**src/rtl/ctl3w_pkg.sv**
```systemverilog
package ctl3w_pkg;
  localparam int FRAME_W  = 16;
  localparam int CHIP_W   = 2;
  localparam int ADDR_W   = 5;
  localparam int DATA_W   = 8;
  localparam int NUM_REGS = 5;
  localparam int NUM_CH   = 2;
  localparam int CNT_W    = $clog2(FRAME_W + 2);

  localparam int CHIP_LSB = FRAME_W - CHIP_W;
  localparam int RW_POS   = CHIP_LSB - 1;
  localparam int ADDR_LSB = RW_POS - ADDR_W;

  localparam logic [ADDR_W-1:0] IDX_IFACE = ADDR_W'(0);
  localparam logic [ADDR_W-1:0] IDX_RATE  = ADDR_W'(1);
  localparam logic [ADDR_W-1:0] IDX_MIX   = ADDR_W'(2);
  localparam int                IDX_LVL0  = 3;

  localparam logic [DATA_W-1:0] DEF_IFACE = 8'h0B;
  localparam logic [DATA_W-1:0] DEF_RATE  = 8'h01;
  localparam logic [DATA_W-1:0] DEF_MIX   = 8'h94;
  localparam logic [DATA_W-1:0] DEF_LVL   = 8'hFF;

  function automatic logic idx_exists(input logic [ADDR_W-1:0] idx);
    return int'(idx) < NUM_REGS;
  endfunction

  function automatic logic [CNT_W-1:0] cnt_step(input logic [CNT_W-1:0] c);
    return (int'(c) > FRAME_W) ? c : c + CNT_W'(1);
  endfunction
endpackage

```
**src/rtl/ctl3w_sync.sv**
```systemverilog
module ctl3w_sync #(
  parameter int W = 3,
  parameter int STAGES = 2,
  parameter logic [W-1:0] RST_VAL = '0
) (
  input  logic         clk,
  input  logic         rst_n,
  input  logic [W-1:0] din,
  output logic [W-1:0] dout
);
  logic [W-1:0] stg [STAGES];

  for (genvar s = 0; s < STAGES; s++) begin : g_stage
    if (s == 0) begin : g_first
      always_ff @(posedge clk or negedge rst_n) begin
        if (!rst_n) stg[s] <= RST_VAL;
        else        stg[s] <= din;
      end
    end else begin : g_next
      always_ff @(posedge clk or negedge rst_n) begin
        if (!rst_n) stg[s] <= RST_VAL;
        else        stg[s] <= stg[s-1];
      end
    end
  end

  assign dout = stg[STAGES-1];
endmodule

```
**src/rtl/ctl3w_shifter.sv**
```systemverilog
module ctl3w_shifter import ctl3w_pkg::*; (
  input  logic               clk,
  input  logic               rst_n,
  input  logic               cs_s,
  input  logic               ck_s,
  input  logic               d_s,
  output logic               cs_rise,
  output logic               frame_vld,
  output logic [FRAME_W-1:0] frame_word,
  output logic [CNT_W-1:0]   bit_cnt
);
  logic cs_prev, ck_prev;
  logic cs_fall, ck_rise;

  assign cs_fall = !cs_s && cs_prev;
  assign cs_rise = cs_s && !cs_prev;
  assign ck_rise = ck_s && !ck_prev && !cs_s;

  always_ff @(posedge clk or negedge rst_n) begin
    if (!rst_n) begin
      cs_prev    <= 1'b1;
      ck_prev    <= 1'b1;
      bit_cnt    <= '0;
      frame_word <= '0;
    end else begin
      cs_prev <= cs_s;
      ck_prev <= ck_s;
      if (cs_fall) begin
        bit_cnt <= '0;
      end else if (ck_rise) begin
        frame_word <= {frame_word[FRAME_W-2:0], d_s};
        bit_cnt    <= cnt_step(bit_cnt);
      end
    end
  end

  assign frame_vld = cs_rise && (int'(bit_cnt) == FRAME_W);
endmodule

```
**src/rtl/ctl3w_decode.sv**
```systemverilog
module ctl3w_decode import ctl3w_pkg::*; (
  input  logic               frame_vld,
  input  logic [FRAME_W-1:0] frame_word,
  input  logic [CHIP_W-1:0]  strap_addr,
  output logic               wr_en,
  output logic [ADDR_W-1:0]  wr_addr,
  output logic [DATA_W-1:0]  wr_data
);
  logic chip_ok, dir_ok;

  assign wr_addr = frame_word[ADDR_LSB +: ADDR_W];
  assign wr_data = frame_word[DATA_W-1:0];
  assign chip_ok = frame_word[CHIP_LSB +: CHIP_W] == strap_addr;
  assign dir_ok  = frame_word[RW_POS];
  assign wr_en   = frame_vld && chip_ok && dir_ok && idx_exists(wr_addr);
endmodule

```
**src/rtl/ctl3w_regfile.sv**
```systemverilog
module ctl3w_regfile import ctl3w_pkg::*; (
  input  logic              clk,
  input  logic              rst_n,
  input  logic              wr_en,
  input  logic [ADDR_W-1:0] wr_addr,
  input  logic [DATA_W-1:0] wr_data,
  output logic              ext_clk_sel,
  output logic [2:0]        fmt_sel,
  output logic [1:0]        fs_sel,
  output logic [1:0]        spd_sel,
  output logic [2:0]        mclk_sel,
  output logic [3:0]        mix_sel,
  output logic [1:0]        deemph_sel,
  output logic              lvl_link,
  output logic              smute,
  output logic              timing_run,
  output logic [DATA_W-1:0] lvl_left,
  output logic [DATA_W-1:0] lvl_right
);
  logic [3:0]        r_iface;
  logic [6:0]        r_rate;
  logic [7:0]        r_mix;
  logic              r_run;
  logic [DATA_W-1:0] r_lvl [NUM_CH];

  always_ff @(posedge clk or negedge rst_n) begin
    if (!rst_n) begin
      r_iface <= DEF_IFACE[4:1];
      r_rate  <= DEF_RATE[7:1];
      r_mix   <= DEF_MIX;
      r_run   <= DEF_IFACE[0];
    end else if (wr_en) begin
      if (wr_addr == IDX_IFACE) begin
        r_iface <= wr_data[4:1];
        r_run   <= wr_data[0];
      end
      if (wr_addr == IDX_RATE) begin
        r_rate <= wr_data[7:1];
        r_run  <= wr_data[0];
      end
      if (wr_addr == IDX_MIX) r_mix <= wr_data;
    end
  end

  for (genvar ch = 0; ch < NUM_CH; ch++) begin : g_lvl
    always_ff @(posedge clk or negedge rst_n) begin
      if (!rst_n)
        r_lvl[ch] <= DEF_LVL;
      else if (wr_en && wr_addr == ADDR_W'(IDX_LVL0 + ch))
        r_lvl[ch] <= wr_data;
    end
  end

  assign ext_clk_sel = r_iface[3];
  assign fmt_sel     = r_iface[2:0];
  assign fs_sel      = r_rate[6:5];
  assign spd_sel     = r_rate[4:3];
  assign mclk_sel    = r_rate[2:0];
  assign mix_sel     = r_mix[7:4];
  assign deemph_sel  = r_mix[3:2];
  assign lvl_link    = r_mix[1];
  assign smute       = r_mix[0];
  assign timing_run  = r_run;
  assign lvl_left    = r_lvl[0];
  assign lvl_right   = r_lvl[1];
endmodule

```
**src/rtl/ctl3w_regport.sv**
```systemverilog
module ctl3w_regport import ctl3w_pkg::*; #(
  parameter int SYNC_STAGES = 2
) (
  input  logic              clk,
  input  logic              pdn_n,
  input  logic [CHIP_W-1:0] strap_addr,
  input  logic              csel_n,
  input  logic              cclk,
  input  logic              cdata,
  output logic              ext_clk_sel,
  output logic [2:0]        fmt_sel,
  output logic [1:0]        fs_sel,
  output logic [1:0]        spd_sel,
  output logic [2:0]        mclk_sel,
  output logic [3:0]        mix_sel,
  output logic [1:0]        deemph_sel,
  output logic              lvl_link,
  output logic              smute,
  output logic              timing_run,
  output logic [DATA_W-1:0] lvl_left,
  output logic [DATA_W-1:0] lvl_right
);
  logic [2:0]         pins_s;
  logic               cs_rise, frame_vld, wr_en;
  logic [FRAME_W-1:0] frame_word;
  logic [CNT_W-1:0]   bit_cnt;
  logic [ADDR_W-1:0]  wr_addr;
  logic [DATA_W-1:0]  wr_data;

  ctl3w_sync #(.W(3), .STAGES(SYNC_STAGES), .RST_VAL(3'b110)) sync_i (
    .clk(clk), .rst_n(pdn_n), .din({csel_n, cclk, cdata}), .dout(pins_s)
  );

  ctl3w_shifter shift_i (
    .clk(clk), .rst_n(pdn_n),
    .cs_s(pins_s[2]), .ck_s(pins_s[1]), .d_s(pins_s[0]),
    .cs_rise(cs_rise), .frame_vld(frame_vld),
    .frame_word(frame_word), .bit_cnt(bit_cnt)
  );

  ctl3w_decode dec_i (
    .frame_vld(frame_vld), .frame_word(frame_word), .strap_addr(strap_addr),
    .wr_en(wr_en), .wr_addr(wr_addr), .wr_data(wr_data)
  );

  ctl3w_regfile regs_i (
    .clk(clk), .rst_n(pdn_n), .wr_en(wr_en), .wr_addr(wr_addr), .wr_data(wr_data),
    .ext_clk_sel(ext_clk_sel), .fmt_sel(fmt_sel), .fs_sel(fs_sel), .spd_sel(spd_sel),
    .mclk_sel(mclk_sel), .mix_sel(mix_sel), .deemph_sel(deemph_sel),
    .lvl_link(lvl_link), .smute(smute), .timing_run(timing_run),
    .lvl_left(lvl_left), .lvl_right(lvl_right)
  );
endmodule

```
**config.mk**
```make
export PLATFORM = sky130hd
export DESIGN_NAME = ctl3w_regport
export DESIGN_NICKNAME = d
export VERILOG_FILES = /design/src/rtl/ctl3w_pkg.sv /design/src/rtl/ctl3w_sync.sv /design/src/rtl/ctl3w_shifter.sv /design/src/rtl/ctl3w_decode.sv /design/src/rtl/ctl3w_regfile.sv /design/src/rtl/ctl3w_regport.sv
export SDC_FILE = /design/constraint.sdc
export NUM_CORES = 1
export LEC_CHECK = 0
export ABC_CLOCK_PERIOD_IN_PS = 3350
export CORE_MARGIN = 3
export CORE_UTILIZATION = 45
export DETAILED_ROUTE_END_ITERATION = 8
export HOLD_SLACK_MARGIN = 0.05
export PLACE_DENSITY = 0.78
export SLEW_MARGIN = 30
export SYNTH_ARGS = -nofsm -noshare
export SYNTH_HDL_FRONTEND = slang
export SYNTH_SLANG_ARGS = --single-unit
```
**constraint.sdc**
```tcl
create_clock -name clk -period 3.35 [get_ports clk]
set_input_delay 0.5025 -clock clk [delete_from_list [all_inputs] [get_ports clk]]
set_output_delay 0.5025 -clock clk [all_outputs]
set_load 0.05 [all_outputs]
```
Word level (Yosys, flattened, before mapping)
Cells that the tools add are included.
{"block": "classes", "add_sub_neg": 1, "magnitude_cmp": 2, "n_eq_ne": 7, "n_mux": 5, "bitwise": 1, "reduce_logical": 22}
{"op": "two-way mux 5 bit", "count": 3}
{"op": "AND reduction 2 bit", "count": 6}
{"op": "== test 5 x 2 -> 1 bit, second input constant", "count": 2}
{"op": "logical AND 1 bit", "count": 10}
{"op": "adder 5 x 1 -> 5 bit, second input constant", "count": 1}
{"op": "== test 5 x 1 -> 1 bit, second input constant", "count": 1}
{"op": "== test 5 x 3 -> 1 bit, second input constant", "count": 1}
{"op": "== test 5 bit, second input constant", "count": 1}
{"op": "greater-than comparator 5 bit, second input constant", "count": 1}
{"op": "zero test 5 bit", "count": 1}
{"op": "< comparator 5 x 3 -> 1 bit, second input constant", "count": 1}
{"op": "nonzero test 2 bit", "count": 2}
{"op": "zero test 1 bit", "count": 3}
{"op": "== test 2 bit", "count": 1}
{"op": "two-way mux 1 bit", "count": 2}
{"op": "inequality test 2 x 1 -> 1 bit, second input constant", "count": 1}
{"op": "NOT 1 bit", "count": 1}
{"block": "totals", "register_bits": 65, "inputBits": 7, "output_inout_bits": 36, "wordCells": 50}

Longest topological paths before layout
{"block": "logic_depth", "ltp_word": 7, "depth_mapped": 7, "mapped_depth_nobuf": 6}

Hierarchy
Synthesis repeated with hierarchy kept, for this count alone.
{"block": "unflattened", "hier_cells": 182, "hier_area_um2": 2792.7}
{"module": "ctl3w_regfile", "n_inst": 1, "cells_each": 83, "area_per_inst_um2": 1425.1, "seq_area_each_um2": 928.4}
{"module": "ctl3w_shifter", "n_inst": 1, "cells_each": 72, "area_per_inst_um2": 1048.5, "seq_area_each_um2": 578.1}
{"module": "ctl3w_sync", "n_inst": 1, "cells_each": 9, "area_per_inst_um2": 177.7, "seq_area_each_um2": 155.1}
{"module": "ctl3w_decode", "n_inst": 1, "cells_each": 18, "area_per_inst_um2": 141.4, "seq_area_each_um2": 0.0}

Least setup slack after synthesis
Ideal clock, no wire load.
{"block": "synth_timing", "path_kind": "register to register", "startpoint": "reg shift_i.bit_cnt[0]", "endpoint": "reg regs_i.r_mix[0]", "setup_time_ps": 125, "arrival_ps": 1982, "required_ps": 3225, "slack_ps": 1243, "stages_incl_launch_ff": 8, "n_path_buf": 1, "synth_period_minus_slack_ps": 2107, "path_cell_list": "dfrtp_1 -> inv_1 -> ha_1 -> or3b_4 -> nor4_4 -> and4_1 -> buf_4 -> mux2_2"}
{"block": "synth_via", "elab_chain_cells": 6}
{"element": "start: declaration", "line": "ctl3w_shifter.sv:10", "source": "output logic [CNT_W-1:0] bit_cnt"}
{"element": "start signal: assignment", "line": "ctl3w_shifter.sv:32", "source": "bit_cnt <= cnt_step(bit_cnt);"}
{"element": "== test 5 bit", "line": "ctl3w_shifter.sv:37", "source": "assign frame_vld = cs_rise && (int'(bit_cnt) == FRAME_W);"}
{"element": "logical AND 1 bit", "line": "ctl3w_shifter.sv:37"}
{"element": "logical AND 1 bit (3 in a row)", "line": "ctl3w_decode.sv:15", "source": "assign wr_en = frame_vld && chip_ok && dir_ok && idx_exists(wr_addr);"}
{"element": "AND reduction 2 bit (no line)"}
{"element": "end signal: assignment", "line": "ctl3w_regfile.sv:41", "source": "if (wr_addr == IDX_MIX) r_mix <= wr_data;"}
{"element": "end: declaration", "line": "ctl3w_regfile.sv:22", "source": "logic [7:0] r_mix;"}
No other way between the ends.
A chain may end at the register's enable or synchronous reset.

Worst setup path in the final report
Ends and elaborated chain as after synthesis.

==> flow_metrics.py <==
metrics = {
    "sta": {
        "finalHoldViolCount": 0,
        "hold_ws_ns": 0.178,
        "skew_ns": 0.0109,
        "worst_slack_ns": 0.935,
        "fin_crit_ns": 2.41,
        "drv_slew": 0,
        "rsz0062_at_grt": "false",
        "maxSlewHeadroom_pct": 42.5,
        "setup_viol": 0,
        "finalCritPeriodShare_pct": 72.1,
        "worst_pin_slew_ns": 0.862,
        "fin_tns_setup_ns": 0,
        "timing.fmax_mhz": 414,
    },
    "global_route": {
        "grt.total_usage_pct": 16.1,
        "grt_max_degree": 37,
        "grt_pass1_vias": 1584,
        "grt_antenna_before_repair": 0,
        "grt_pass1_wl_um": 7830,
        "overflow": 0,
    },
    "floorplan": {
        "die_h_um": 82.2,
        "start_util_pct": 46.8,
        "die_area_mm2": 0.00675,
        "io-pin-count": 43,
        "rows": 27,
        "design.core.area_mm2": 0.00557,
        "die_w_um": 82.2,
    },
    "pwr": {
        "switching_share_pct": 23.4,
        "p_seq_share_pct": 54.3,
        "p_clk_share_pct": 40.6,
        "powerDensity_mw_per_mm2": 485,
        "switchingPower_uw": 373,
        "combPwrFrac_pct": 5.1,
        "p_int_uw": 1220,
        "vdd_drop_max_mv": 0.382,
        "total_power_uw": 1600,
        "p_leak_uw": 0.00143,
    },
    "logic_synthesis": {
        "yosys_warnings": 0,
        "ys_seq_elements": 65,
        "synthArstFlopShare_pct": 100,
        "syn_inst": 166,
        "synth-seq-area-share_pct": 63.6,
        "netlist_area_mm2": 0.00261,
        "synth_top_area_share_pct": 35.5,
        "ys_top_cells_by_area": "dfrtp_1, dfstp_2, mux2_2",
        "synth_top_cell_by_area": "dfrtp_1",
        "synthFlopType": "dfrtp_1",
        "synth_cell_types": 30,
        "syn-num-nets": 175,
        "synth_area_per_cell_um2": 15.7,
        "synth_edf_count": 0,
    },
    "run": {
        "cap_violations": 0,
    },
    "outcome": {
        "status": "finished, final reports clean",
    },
    "drt": {
        "wl_per_cell_um": 15.9,
        "drt_drc_violations_left": 0,
        "antenna_left": 0,
        "drt_iter0_drc": 74,
        "vias_per_cell": 5.15,
        "drt-pass1-iter-count": 4,
        "vias": 1510,
        "wl_um": 4670,
    },
    "setup_path": {
        "critPathCaptureType": "flop",
        "critPathKind": "reg -> reg",
        "cp_max_fo": 8,
        "cp_cell_sequence": "inv_1 > ha_1 > or3b_4 > nor4_4 > and4_1 > mux2_2",
        "cpMaxStageDelayCell": "and4_1",
        "cp.required_ns": 3.57,
        "cp_slowest_stage_delay_ns": 0.51,
        "cp.arrival_ns": 2.64,
        "cp-start-kind": "flop",
        "reg2reg_depth": 6,
    },
    "cells_and_area": {
        "final_cell_mix": "mux2_2, clkdlybuf4s50_1, dfrtp_1",
        "syn2layout_area_growth_pct": 26.0,
        "drive_gt1_share_pct": 47.5,
        "n_antenna_cell": 0,
        "nFillCells": 459,
        "layout.cells.non_filler": 293,
        "final_common_cell": "mux2_2",
        "fin_nets": 225,
    },
    "clock_tree": {
        "cts_tree": "yes",
        "cts-htree-levels": 3,
        "clk_pin_slew_ns": 0.07,
        "cts_hold_buffers": 0,
        "root_buffer": "clkbuf_8",
        "clockBufferDepth": 2,
        "cts.sinks": 65,
        "cts_resized": 0,
        "cts_setup_buffers": 0,
        "cts_inserted_buffers": 9,
        "clk-insertion-delay-late_ns": 0.35,
    },
    "placed_design": {
        "dp_cells": 277,
        "hpwlAfterDp_um": 3160,
        "place_congestion": 0.815,
        "pre_cts_slack_ns": 0.780,
        "port_buffers": 42,
    },
    "min_path": {
        "hp-class": "in -> async",
    },
}
## path summary, 6_finish.rpt
kind | start | end | slack, ns
max in group asynchronous | pdn_n | regs_i.timing_run | 2.25
min reg2reg | sync_i.stg[3] | sync_i.dout[0] | 0.35
min in group clk | sync_i.stg[3] | sync_i.dout[0] | 0.35
max | shift_i.bit_cnt[0] | regs_i.r_mix[0] | 0.94
max reg2reg | shift_i.bit_cnt[0] | regs_i.r_mix[0] | 0.94
min | pdn_n | regs_i.r_rate[4] | 0.18
## routing by layer
layer / GRT usage, % / part of all wire (%)
met2: 23.2 / 48
met4: 8.64 / 2.2
met3: 5.53 / 4.8
met5: 0 / 0
met1: 21.6 / 45
## cells in the mapped netlist, types with 2 or more instances
cell type and instances:
ha_1 2, nand3_1 3, nor2b_1 4, a211oi_1 2, dfrtp_1 37, dfstp_2 28, nor3_1 2, mux2_2 52
buf_4 2, xnor2_1 3, and4_1 2, nor2_1 8, inv_1 4
## cells by family (layout without fill, tap and decap cells)
kind of cell               after synthesis  count (layout)  synth area share (%)
and+or+nand+nor                         30              30                  8.10
DFF                                     65              65                  63.6
adders and majority gates                2               2                 0.958
muxes                                   53              53                  22.8
xor gates and xnor gates                 3               3                  1.01
AOI/OAI and AO/OA                        5               5                  1.77
buffers and inverters                    8              63                  1.72
## area by class of cell
cell class	count	area (um^2)	share of cell area [%]
inverters	4	15.0	0.456
repair buffers	43	423	12.9
clock inverters	5	55.1	1.67
flip-flops and latches	65	1660	50.5
multi-input cells	93	905	27.5
well taps	72	90.1	2.74
clock buffers	11	141	4.30
## worst max-delay path, delay by kind of cell (launching register included)
family        cells  cell delay (ns)
buf+inv           1             0.08
simple gates      3             1.28
flops             1             0.43
mux               1             0.38
fa+ha+maj         1             0.13
## power groups by stage
stage          logic (uW)  clock network [uW]  registers (uW)
6_report             81.0                 649             866
3_3_place_gp         79.9                   0             880
3_5_place_dp         82.8                   0             881
2_1_floorplan        53.2                   0             862
4_1_cts              83.4                 666             867
5_1_grt              92.1                 707             875
## sequential cells by signal, indices dropped and copies added (netlist names), 3 cells and up
register            cells
regs_i.lvl_left         8
regs_i.lvl_right        8
regs_i.r_iface          4
regs_i.r_mix            8
regs_i.r_rate           7
shift_i.bit_cnt         5
shift_i.frame_word     16
sync_i.dout             3
sync_i.stg              3
## metrics by stage
stage               cell area [um^2]  util, %
finish                          3290     59.0
global route                    3290     59.0
CTS                             3290     59.0
detailed placement              3090     55.5
global placement                3090     55.5
floorplan                       2610        -
No activity file was read; power rests on OpenSTA's default activity.
